==> src/rtl/smb_cfg_pkg.sv <==
package smb_cfg_pkg;
  localparam int unsigned BYTE_W   = 8;
  localparam int unsigned OFFSET_W = 7;

  typedef enum logic [2:0] {
    ST_IDLE,
    ST_ADDR,
    ST_CMD,
    ST_WR,
    ST_RD,
    ST_SKIP
  } slv_state_e;
endpackage

==> src/rtl/smb_line_sync.sv <==
module smb_line_sync #(
  parameter int unsigned STAGES = 2
) (
  input  logic clk,
  input  logic rst_n,
  input  logic scl_i,
  input  logic sda_i,
  output logic sda_s,
  output logic scl_rise,
  output logic scl_fall,
  output logic start_det,
  output logic stop_det
);
  logic [STAGES-1:0] scl_pipe_q, sda_pipe_q;
  logic scl_prev_q, sda_prev_q;
  logic scl_s;

  always_ff @(posedge clk or negedge rst_n) begin
    if (!rst_n) begin
      scl_pipe_q <= '1;
      sda_pipe_q <= '1;
      scl_prev_q <= 1'b1;
      sda_prev_q <= 1'b1;
    end else begin
      scl_pipe_q <= {scl_pipe_q[STAGES-2:0], scl_i};
      sda_pipe_q <= {sda_pipe_q[STAGES-2:0], sda_i};
      scl_prev_q <= scl_s;
      sda_prev_q <= sda_s;
    end
  end

  assign scl_s     = scl_pipe_q[STAGES-1];
  assign sda_s     = sda_pipe_q[STAGES-1];
  assign scl_rise  = scl_s & ~scl_prev_q;
  assign scl_fall  = ~scl_s & scl_prev_q;
  assign start_det = scl_s & scl_prev_q & sda_prev_q & ~sda_s;
  assign stop_det  = scl_s & scl_prev_q & ~sda_prev_q & sda_s;

  // at most one bus event is reported per cycle
  a_r10_events_exclusive: assert property (@(posedge clk) disable iff (!rst_n)
    $onehot0({scl_rise, scl_fall, start_det, stop_det}));
endmodule

==> src/rtl/smb_cfg_bank.sv <==
module smb_cfg_bank
  import smb_cfg_pkg::*;
#(
  parameter int unsigned              NUM_REGS     = 8,
  parameter logic [NUM_REGS*8-1:0]    REG_DEFAULTS = '0
) (
  input  logic                       clk,
  input  logic                       rst_n,
  input  logic                       wr_en,
  input  logic [OFFSET_W-1:0]        idx,
  input  logic [BYTE_W-1:0]          wr_data,
  output logic [BYTE_W-1:0]          rd_data,
  output logic                       idx_hit,
  output logic [NUM_REGS*BYTE_W-1:0] regs_o
);
  for (genvar g = 0; g < NUM_REGS; g++) begin : g_reg
    logic [BYTE_W-1:0] cell_q;
    always_ff @(posedge clk or negedge rst_n) begin
      if (!rst_n)                               cell_q <= REG_DEFAULTS[g*BYTE_W +: BYTE_W];
      else if (wr_en && idx == OFFSET_W'(g))    cell_q <= wr_data;
    end
    assign regs_o[g*BYTE_W +: BYTE_W] = cell_q;
  end

  assign idx_hit = (idx < OFFSET_W'(NUM_REGS));

  always_comb begin
    rd_data = '0;
    for (int i = 0; i < NUM_REGS; i++)
      if (idx == OFFSET_W'(i)) rd_data = regs_o[i*BYTE_W +: BYTE_W];
  end

  // registers only move on a write strobe
  a_r5_hold_without_write: assert property (@(posedge clk) disable iff (!rst_n)
    !wr_en |=> $stable(regs_o));
endmodule

==> src/rtl/smb_cfg_slave.sv <==
module smb_cfg_slave
  import smb_cfg_pkg::*;
#(
  parameter int unsigned           NUM_REGS     = 8,
  parameter logic [6:0]            DEV_ADDR     = 7'h69,
  parameter int unsigned           SYNC_STAGES  = 2,
  parameter logic [NUM_REGS*8-1:0] REG_DEFAULTS = 64'hE1D2C3B4A5968778
) (
  input  logic                  clk,
  input  logic                  rst_n,
  input  logic                  scl_i,
  input  logic                  sda_i,
  output logic                  sda_oe,
  output logic [NUM_REGS*8-1:0] regs_o
);
  localparam logic [3:0]        FULL_BYTE = 4'(BYTE_W);
  localparam logic [BYTE_W-1:0] COUNT_VAL = BYTE_W'(NUM_REGS);

  logic sda_s, scl_rise, scl_fall, start_det, stop_det;

  smb_line_sync #(.STAGES(SYNC_STAGES)) u_sync (
    .clk, .rst_n, .scl_i, .sda_i,
    .sda_s, .scl_rise, .scl_fall, .start_det, .stop_det
  );

  slv_state_e          state_q, state_d;
  logic [3:0]          bit_cnt_q, bit_cnt_d;
  logic                ack_ph_q, ack_ph_d;
  logic                rw_q, rw_d;
  logic                cnt_next_q, cnt_next_d;
  logic                mack_q, mack_d;
  logic                sda_oe_q, sda_oe_d;
  logic [BYTE_W-1:0]   shreg_q, shreg_d;
  logic [BYTE_W-1:0]   txsh_q, txsh_d;
  logic [OFFSET_W-1:0] ptr_q, ptr_d;

  logic                wr_en, idx_hit;
  logic [BYTE_W-1:0]   rd_data, tx_byte;

  smb_cfg_bank #(.NUM_REGS(NUM_REGS), .REG_DEFAULTS(REG_DEFAULTS)) u_bank (
    .clk, .rst_n, .wr_en, .idx(ptr_q), .wr_data(shreg_q),
    .rd_data, .idx_hit, .regs_o
  );

  assign tx_byte = cnt_next_q ? COUNT_VAL : rd_data;

  always_comb begin
    state_d    = state_q;
    bit_cnt_d  = bit_cnt_q;
    ack_ph_d   = ack_ph_q;
    rw_d       = rw_q;
    cnt_next_d = cnt_next_q;
    mack_d     = mack_q;
    sda_oe_d   = sda_oe_q;
    shreg_d    = shreg_q;
    txsh_d     = txsh_q;
    ptr_d      = ptr_q;
    wr_en      = 1'b0;
    if (start_det || stop_det) begin
      state_d   = start_det ? ST_ADDR : ST_IDLE;
      bit_cnt_d = '0;
      ack_ph_d  = 1'b0;
      sda_oe_d  = 1'b0;
    end else begin
      unique case (state_q)
        ST_ADDR, ST_CMD, ST_WR: begin
          if (scl_rise && !ack_ph_q && bit_cnt_q < FULL_BYTE) begin
            shreg_d   = {shreg_q[BYTE_W-2:0], sda_s};
            bit_cnt_d = bit_cnt_q + 4'd1;
          end else if (scl_fall && !ack_ph_q && bit_cnt_q == FULL_BYTE) begin
            ack_ph_d = 1'b1;
            sda_oe_d = 1'b1;
            if (state_q == ST_ADDR) begin
              rw_d = shreg_q[0];
              if (shreg_q[7:1] != DEV_ADDR) begin
                state_d  = ST_SKIP;
                sda_oe_d = 1'b0;
              end
            end else if (state_q == ST_CMD) begin
              cnt_next_d = ~shreg_q[7];
              ptr_d      = shreg_q[7] ? shreg_q[OFFSET_W-1:0] : '0;
            end else if (cnt_next_q) begin
              cnt_next_d = 1'b0;
            end else if (idx_hit) begin
              wr_en = 1'b1;
              ptr_d = ptr_q + 1'b1;
            end else begin
              state_d  = ST_SKIP;
              sda_oe_d = 1'b0;
            end
          end else if (scl_fall && ack_ph_q) begin
            ack_ph_d  = 1'b0;
            bit_cnt_d = '0;
            sda_oe_d  = 1'b0;
            if (state_q == ST_ADDR && rw_q) begin
              state_d  = ST_RD;
              txsh_d   = tx_byte;
              sda_oe_d = ~tx_byte[7];
            end else begin
              state_d = (state_q == ST_ADDR) ? ST_CMD : ST_WR;
            end
          end
        end
        ST_RD: begin
          if (scl_rise) begin
            if (ack_ph_q)                     mack_d = ~sda_s;
            else if (bit_cnt_q < FULL_BYTE)   bit_cnt_d = bit_cnt_q + 4'd1;
          end else if (scl_fall) begin
            if (!ack_ph_q && bit_cnt_q == FULL_BYTE) begin
              sda_oe_d = 1'b0;
              ack_ph_d = 1'b1;
              if (cnt_next_q) cnt_next_d = 1'b0;
              else            ptr_d      = ptr_q + 1'b1;
            end else if (!ack_ph_q && bit_cnt_q != '0) begin
              txsh_d   = {txsh_q[BYTE_W-2:0], 1'b0};
              sda_oe_d = ~txsh_q[BYTE_W-2];
            end else if (ack_ph_q) begin
              ack_ph_d = 1'b0;
              if (mack_q) begin
                txsh_d    = tx_byte;
                sda_oe_d  = ~tx_byte[7];
                bit_cnt_d = '0;
              end else begin
                state_d = ST_SKIP;
              end
            end
          end
        end
        default: ;
      endcase
    end
  end

  always_ff @(posedge clk or negedge rst_n) begin
    if (!rst_n) begin
      state_q    <= ST_IDLE;
      bit_cnt_q  <= '0;
      ack_ph_q   <= 1'b0;
      rw_q       <= 1'b0;
      cnt_next_q <= 1'b1;
      mack_q     <= 1'b0;
      sda_oe_q   <= 1'b0;
      shreg_q    <= '0;
      txsh_q     <= '0;
      ptr_q      <= '0;
    end else begin
      state_q    <= state_d;
      bit_cnt_q  <= bit_cnt_d;
      ack_ph_q   <= ack_ph_d;
      rw_q       <= rw_d;
      cnt_next_q <= cnt_next_d;
      mack_q     <= mack_d;
      sda_oe_q   <= sda_oe_d;
      shreg_q    <= shreg_d;
      txsh_q     <= txsh_d;
      ptr_q      <= ptr_d;
    end
  end

  assign sda_oe = sda_oe_q;

  // an idle slave never holds the data line
  a_r1_idle_released: assert property (@(posedge clk) disable iff (!rst_n)
    (state_q == ST_IDLE) |-> !sda_oe);
  // the line is only pulled low right after a falling clock edge
  a_r9_drive_after_fall: assert property (@(posedge clk) disable iff (!rst_n)
    $rose(sda_oe) |-> $past(scl_fall));
  // a write never targets an offset outside the bank
  a_r8_write_in_range: assert property (@(posedge clk) disable iff (!rst_n)
    wr_en |-> idx_hit);
  // a STOP always lands in idle
  a_r10_stop_idles: assert property (@(posedge clk) disable iff (!rst_n)
    stop_det |=> (state_q == ST_IDLE));
endmodule

==> config.mk <==
export PLATFORM = sky130hd
export DESIGN_NAME = smb_cfg_slave
export DESIGN_NICKNAME = d
export VERILOG_FILES = /design/src/rtl/smb_cfg_pkg.sv /design/src/rtl/smb_line_sync.sv /design/src/rtl/smb_cfg_bank.sv /design/src/rtl/smb_cfg_slave.sv
export SDC_FILE = /design/constraint.sdc
export NUM_CORES = 1
export LEC_CHECK = 0
export BUFFER_PORTS_ARGS = -buffer_cell sky130_fd_sc_hd__clkbuf_2
export CAP_MARGIN = 20
export CORE_MARGIN = 1
export CORE_UTILIZATION = 50
export CTS_BUF_LIST = sky130_fd_sc_hd__clkbuf_16
export CTS_CLUSTER_DIAMETER = 80
export DETAILED_ROUTE_END_ITERATION = 10
export PLACE_DENSITY = 0.85
export SYNTH_ARGS = -nofsm -noshare
export SYNTH_HDL_FRONTEND = slang
export SYNTH_HIERARCHICAL = 1
export SYNTH_SLANG_ARGS = --single-unit
==> constraint.sdc <==
create_clock -name clk -period 3.15 [get_ports clk]
set_clock_uncertainty 0.2 [all_clocks]
set_input_delay 0.315 -clock clk [delete_from_list [all_inputs] [get_ports clk]]
set_output_delay 0.315 -clock clk [all_outputs]
set_load 0.02 [all_outputs]
* Word-level counts from Yosys, hierarchy flattened
Index checks and enable logic that the tools add are counted.
Storage, ports and cells: bits in registers 104, bits of input ports 4, output and inout bits 65, word-level logic and storage cells 232
Operators by class: $add $sub $neg 2, $lt $le $gt $ge 2, equal/unequal tests 52, multiplexer cells 105, bitwise operators 16, reduce and logical (&&, ||, !) cells 33
Operator list (count):
- 7-bit two-way mux | 21
- 8-bit two-way mux | 9
- 3-bit two-way mux | 16
- 4-bit two-way mux | 12
- 4-bit != test, second input constant | 11
- 1-bit two-way mux | 40
- 3-bit != test, second input constant | 11
- 5-bit != test, second input constant | 6
- 7-bit by 3-bit equality test with 1-bit output, second input constant | 4
- 7-bit case mux with 2 select lines | 2
- 2-bit != test, second input constant | 11
- 11-bit AND reduction | 2
- 1-bit logical AND | 16
- 7-bit by 2-bit equality test with 1-bit output, second input constant | 2
- 13-bit AND reduction | 1
- 10-bit AND reduction | 1
- 1-bit NOT | 9
- 4-bit case mux with 2 select lines | 1
- 8-bit AND reduction | 1
- 7-bit by 1-bit adder with 7-bit output, second input constant | 1
- 1-bit bitwise AND | 7
- 7-bit by 1-bit equality test with 1-bit output, second input constant | 1
- 7-bit logical NOT | 1
- 7-bit by 4-bit < comparator with 1-bit output, second input constant | 1
- 20 further kinds | 23

* Longest topological paths before layout
depth after elaboration 19, depth in mapped cells 10

* Modules after synthesis
Netlist, hierarchy kept.
By module, submodules not included:
- smb_cfg_bank | times used 1, cells an instance 204, area an instance 3055.4 um2, sequential area each 1641.6 um2
- smb_cfg_slave | times used 1, cells an instance 230, area an instance 2202.1 um2, sequential area each 852.1 um2
- smb_line_sync | times used 1, cells an instance 10, area an instance 190.2 um2, sequential area each 157.7 um2

* Least setup slack after synthesis
No wires, ideal clock.
kind register to register, start point reg u_sync.sda_pipe_q[1], end point reg u_bank.g_reg[5].cell_q[5], library setup time 128 ps, arrival time 2851 ps, data required time 2822 ps, setup slack -29 ps, cell stages (with the launch flop) 8, buffers on the path 0, period minus slack after synthesis 3179 ps, path through dfstp_2 -> and4b_1 -> nor2_1 -> nand4_1 -> nor4_1 -> nor3b_4 -> nand3_2 -> mux2_1
On the way: longest elaborated chain between the ends 5, elaborated cells between the ends (all ways) 6, classes of those cells 1 x mux; 3 x bitwise; 2 x reduce/logical
Ends and longest elaborated chain:
- start: declaration | line smb_line_sync.sv:14 | logic [STAGES-1:0] scl_pipe_q, sda_pipe_q;
- start signal: assignment | line smb_line_sync.sv:26 | sda_pipe_q <= {sda_pipe_q[STAGES-2:0], sda_i};
- 1-bit NOT | line smb_line_sync.sv:36 | assign start_det = scl_s & scl_prev_q & sda_prev_q & ~sda_s;
- 1-bit bitwise AND | line smb_line_sync.sv:36
- named net start_det | line smb_cfg_slave.sv:19 | logic sda_s, scl_rise, scl_fall, start_det, stop_det;
- 1-bit logical OR | line smb_cfg_slave.sv:59 | if (start_det || stop_det) begin
- 1-bit two-way mux | line smb_cfg_slave.sv:59
- named net wr_en | line smb_cfg_slave.sv:37 | logic wr_en, idx_hit;
- 1-bit logical AND | line smb_cfg_bank.sv:20 | else if (wr_en && idx == OFFSET_W'(g)) cell_q <= wr_data;
- end signal: assignment | line smb_cfg_bank.sv:19 | if (!rst_n) cell_q <= REG_DEFAULTS[g*BYTE_W +: BYTE_W];
- end signal: assignment | line smb_cfg_bank.sv:20
- end: declaration | line smb_cfg_bank.sv:17 | logic [BYTE_W-1:0] cell_q;
The timed path passes the listed nets, and every way through them passes these cells. A chain may end at the register's enable or synchronous reset.

* Final worst setup path
start point reg bit_cnt_q[0], end point reg u_bank.g_reg[5].cell_q[5]
On the way: longest elaborated chain between the ends 7, elaborated cells between the ends (all ways) 9, classes of those cells 1 x order compare; 1 x eq/ne; 4 x mux; 3 x reduce/logical
Ends and longest elaborated chain:
- start: declaration | line smb_cfg_slave.sv:27 | logic [3:0] bit_cnt_q, bit_cnt_d;
- start signal: assignment | line smb_cfg_slave.sv:148 | bit_cnt_q <= bit_cnt_d;
- branches (longest 3 deep; another with 4-bit < comparator)
- 1-bit two-way mux * | line smb_cfg_slave.sv:67 | if (scl_rise && !ack_ph_q && bit_cnt_q < FULL_BYTE) begin
- 1-bit two-way mux * | line smb_cfg_slave.sv:65 | unique case (state_q)
- 1-bit two-way mux * | line smb_cfg_slave.sv:59
- named net wr_en | line smb_cfg_slave.sv:37
- 1-bit logical AND * | line smb_cfg_bank.sv:20
Mark *: on every way through the listed nets, which the timed path passes.

==> impl_metrics.prom <==
# TYPE chip_impl_metric gauge
chip_impl_info{name="run_status",value="finished, final reports clean"} 1
chip_impl_metric{name="max_clock_freq",unit="MHz"} 333
chip_impl_metric{name="syn2layout_area_growth",unit="%"} 15.7
chip_impl_info{name="critPathLaunchType",value="flop"} 1
chip_impl_metric{name="gp_congestion",unit=""} 0.857
chip_impl_metric{name="fp.dieArea",unit="mm²"} 0.0113
chip_impl_metric{name="final-setup-viol-count",unit=""} 0
chip_impl_metric{name="synth.cell_area",unit="mm²"} 0.00545
chip_impl_metric{name="coreArea",unit="mm²"} 0.0105
chip_impl_metric{name="power.total",unit="mW"} 3.87
chip_impl_metric{name="power.ir.vdd_worst",unit="mV"} 0.571
chip_impl_metric{name="detail_route.wirelength",unit="µm"} 13500
chip_impl_metric{name="antennaDiodeCount",unit=""} 0
chip_impl_metric{name="wire_length_of_the_first_global_routing_pass",unit="µm"} 21500
chip_impl_info{name="synth_ff_type",value="sky130_fd_sc_hd__dfrtp_1"} 1
chip_impl_metric{name="floorplan.initialDensity",unit="%"} 52.1
chip_impl_metric{name="top_level_ports",unit=""} 69
chip_impl_metric{name="arrival_time_reported_for_the_critical_path_endpoint",unit="ns"} 3.03
chip_impl_info{name="type_of_the_worst_setup_path",value="flop to flop"} 1
chip_impl_info{name="cp-end-kind",value="flop"} 1
chip_impl_info{name="commonest_non_fill_non_tap_cell_in_the_layout",value="sky130_fd_sc_hd__mux2_2"} 1
chip_impl_metric{name="worst-r2r-setup-slack",unit="ns"} 0.15
chip_impl_info{name="hold_end",value="u_sync/scl_pipe_q[1]"} 1
chip_impl_metric{name="grt_max_degree",unit=""} 55
chip_impl_metric{name="synth_edf_count",unit=""} 0
chip_impl_metric{name="finalCritPeriodShare",unit="%"} 95.4
chip_impl_info{name="yosysTopAreaCell",value="sky130_fd_sc_hd__dfrtp_1"} 1
chip_impl_metric{name="ant_nets",unit=""} 0
chip_impl_metric{name="setup_tns",unit="ns"} 0
chip_impl_metric{name="first_iter_violations",unit=""} 244
chip_impl_metric{name="r2r_cells",unit=""} 9
chip_impl_metric{name="post_cts_resized",unit=""} 0
chip_impl_metric{name="firstDrtPassIters",unit=""} 4
chip_impl_metric{name="h-tree-depth",unit=""} 3
chip_impl_metric{name="remaining_drcs",unit=""} 0
chip_impl_metric{name="die_h",unit="µm"} 106
chip_impl_metric{name="clock_insertion_delay_worst_skew",unit="ns"} 0.35
chip_impl_metric{name="min_period",unit="ns"} 3.00
chip_impl_metric{name="count_of_final_max_slew_check_failures",unit=""} 0
chip_impl_metric{name="row_cnt",unit=""} 37
chip_impl_metric{name="clk_path_buf_depth",unit=""} 2
chip_impl_info{name="synth.top_cells.by_area",value="sky130_fd_sc_hd__dfrtp_1, sky130_fd_sc_hd__dfstp_2, sky130_fd_sc_hd__mux2_2"} 1
chip_impl_metric{name="worst-endpoint-required",unit="ns"} 3.18
chip_impl_metric{name="numCtsBuffers",unit=""} 9
chip_impl_metric{name="die_x",unit="µm"} 106
chip_impl_metric{name="port_buffers",unit=""} 68
chip_impl_metric{name="ys_async_sr_fraction",unit="%"} 100
chip_impl_info{name="critical_path.reg2reg.startpoint",value="bit_cnt_q[0]"} 1
chip_impl_info{name="rsz_0062_raised_after_global_routing",value="false"} 1
chip_impl_metric{name="drive_above_1_share",unit="%"} 49.5
chip_impl_metric{name="routedWlPerCell",unit="µm"} 20.5
chip_impl_info{name="hold_path_startpoint",value="u_sync/scl_pipe_q[0]"} 1
chip_impl_metric{name="finalHoldViolCount",unit=""} 0
chip_impl_metric{name="slew_headroom",unit="%"} 44.0
chip_impl_info{name="worst_r2r_endpoint",value="u_bank/g_reg[5].cell_q[5]"} 1
chip_impl_metric{name="proportion_of_synthesized_chip_area_in_sequential_cells",unit="%"} 48.7
chip_impl_metric{name="post_synth_num_cell_types",unit=""} 71
chip_impl_metric{name="first_global_vias",unit=""} 4122
chip_impl_metric{name="hold_depth",unit=""} 0
chip_impl_info{name="clk_root_buffer_cell",value="sky130_fd_sc_hd__clkbuf_16"} 1
chip_impl_metric{name="syn-instance-count",unit=""} 444
chip_impl_metric{name="dp_hpwl",unit="µm"} 9410
chip_impl_metric{name="clk_pin_slew",unit="ns"} 0.07
chip_impl_info{name="tritoncts",value="yes"} 1
chip_impl_metric{name="grt.overflow.total",unit=""} 0
chip_impl_info{name="final_cell_mix",value="sky130_fd_sc_hd__mux2_2, sky130_fd_sc_hd__clkbuf_2, sky130_fd_sc_hd__dfrtp_1, sky130_fd_sc_hd__dfstp_2, sky130_fd_sc_hd__nor2_1"} 1
chip_impl_info{name="min_path_type",value="flop to flop"} 1
chip_impl_metric{name="vias",unit=""} 4067
chip_impl_metric{name="synth-warning-count",unit=""} 6
chip_impl_metric{name="grt_use_total",unit="%"} 24.7
chip_impl_metric{name="synth-seq-cells",unit=""} 104
chip_impl_metric{name="post_syn_area_per_cell",unit="µm²"} 12.3
chip_impl_metric{name="layout.nets",unit=""} 527
chip_impl_metric{name="viasPerCell",unit=""} 6.15
chip_impl_metric{name="drv.max_cap_violation_count",unit=""} 0
chip_impl_metric{name="netlist.area_leader.share",unit="%"} 29.9
chip_impl_metric{name="cts.sinks",unit=""} 104
chip_impl_metric{name="worst-slew-pin-transition",unit="ns"} 0.840
chip_impl_metric{name="timing.critical_path.fanout_max",unit=""} 8
chip_impl_metric{name="number_of_antenna_violations_at_the_first_check_in_global_routing",unit=""} 0
chip_impl_metric{name="leakage",unit="nW"} 2.91
chip_impl_metric{name="power_density",unit="mW/mm²"} 614
chip_impl_metric{name="syn_nets",unit=""} 451
==> registers in the layout, indices dropped and copies added (netlist names) <==
signal,flops
ack_ph_q,1
bit_cnt_q,4
cnt_next_q,1
mack_q,1
ptr_q,7
rw_q,1
sda_oe,1
shreg_q,8
state_q,3
txsh_q,7
u_bank/g.cell_q,64
u_sync/scl_pipe_q,2
u_sync/scl_prev_q,1
u_sync/sda_pipe_q,2
u_sync/sda_prev_q,1
==> routing by layer <==
metal | track usage, % | wire length, µm | vias to the layer above
li1 | - | - | 1814
met1 | 31.6 | 5540 | 2048
met2 | 41.3 | 6840 | 171
met3 | 5.33 | 804 | 34
met4 | 9.33 | 347 | 0
met5 | 0 | 0 | -
==> cell families after synthesis <==
group / synth area share (%)
AOI/OAI and AO/OA: 12.6
muxes: 21.5
and+or+nand+nor: 13.3
buffers and inverters: 3.22
adders and majority gates: 0.689
DFF: 48.7
==> timing repair <==
action                     in CTS  in global routing
hold endpoints to repair       36                  0
setup buffers                   0                  1
hold buffers                    3                  0
setup endpoints to repair       0                  1
==> synth_stat cells, drive strengths merged, types with 5 or more instances <==
library cell and number:
nor2 28, clkbuf 6, mux2i 9, o221ai 8, o21ai 19, a211oi 7, mux2 80, and3 6
nand3 16, mux4 8, dfstp 39, dfrtp 65, nor2b 11, a21oi 15, nand4 5, nand2 23
inv 11, buf 16, a31oi 9, nor3b 8
==> layout make-up <==
class / instances / area (µm²)
well taps: 136 / 170
clock inverters: 7 / 83.8
fillers: 808 / 4160
flip-flops and latches: 104 / 2650
repair buffers: 87 / 505
multi-input cells: 307 / 2620
inverters: 11 / 41.3
clock buffers: 9 / 225
==> report_power, final <==
group / switching (mW) / total [mW] / leakage (nW) / internal, mW
Sequential: 0.315 / 1.76 / 1.29 / 1.44
Clock: 0.564 / 1.13 / 0.142 / 0.565
Combinational: 0.570 / 0.984 / 1.48 / 0.414
==> critical path: stages, from the launching register on <==
cell	delay [ns]
sky130_fd_sc_hd__dfrtp_1	0.40
sky130_fd_sc_hd__inv_1	0.10
sky130_fd_sc_hd__ha_1	0.21
sky130_fd_sc_hd__and4bb_2	0.26
sky130_fd_sc_hd__nand4_1	0.19
sky130_fd_sc_hd__nor4_1	0.34
sky130_fd_sc_hd__buf_4	0.19
sky130_fd_sc_hd__nor3b_4	0.32
sky130_fd_sc_hd__nand3_2	0.25
sky130_fd_sc_hd__mux2_1	0.42
==> stage by stage <==
stage                     hold slack, ns  area [µm²]  std cells  util, %  setup slack, ns
after global routing               0.160        6300        661     60.2          0.00757
after floorplan                   -0.181        5450        444        -            0.128
after global placement             0.147        5950        641     56.9            0.293
after detailed placement           0.147        5950        641     56.9            0.177
after CTS                          0.158        6290        660     60.2            0.158
final                              0.156        6300        661     60.2            0.145
==> worst max-delay path by stage <==
| stage | start | end | slack [ns] |
|---|---|---|---|
| 3_3_place_gp | bit_cnt_q[0] | u_bank/g_reg[5].cell_q[5] | 0.29 |
| 6_report | bit_cnt_q[0] | u_bank/g_reg[5].cell_q[5] | 0.15 |
| 5_1_grt | bit_cnt_q[0] | u_bank/g_reg[5].cell_q[5] | 0.008 |
| 4_1_cts | bit_cnt_q[0] | u_bank/g_reg[5].cell_q[5] | 0.16 |
| 3_5_place_dp | bit_cnt_q[0] | u_bank/g_reg[5].cell_q[5] | 0.18 |
| 2_1_floorplan | u_sync/scl_prev_q | u_bank/g_reg[5].cell_q[5] | 0.13 |
Power figures use the tool's default switching activity.
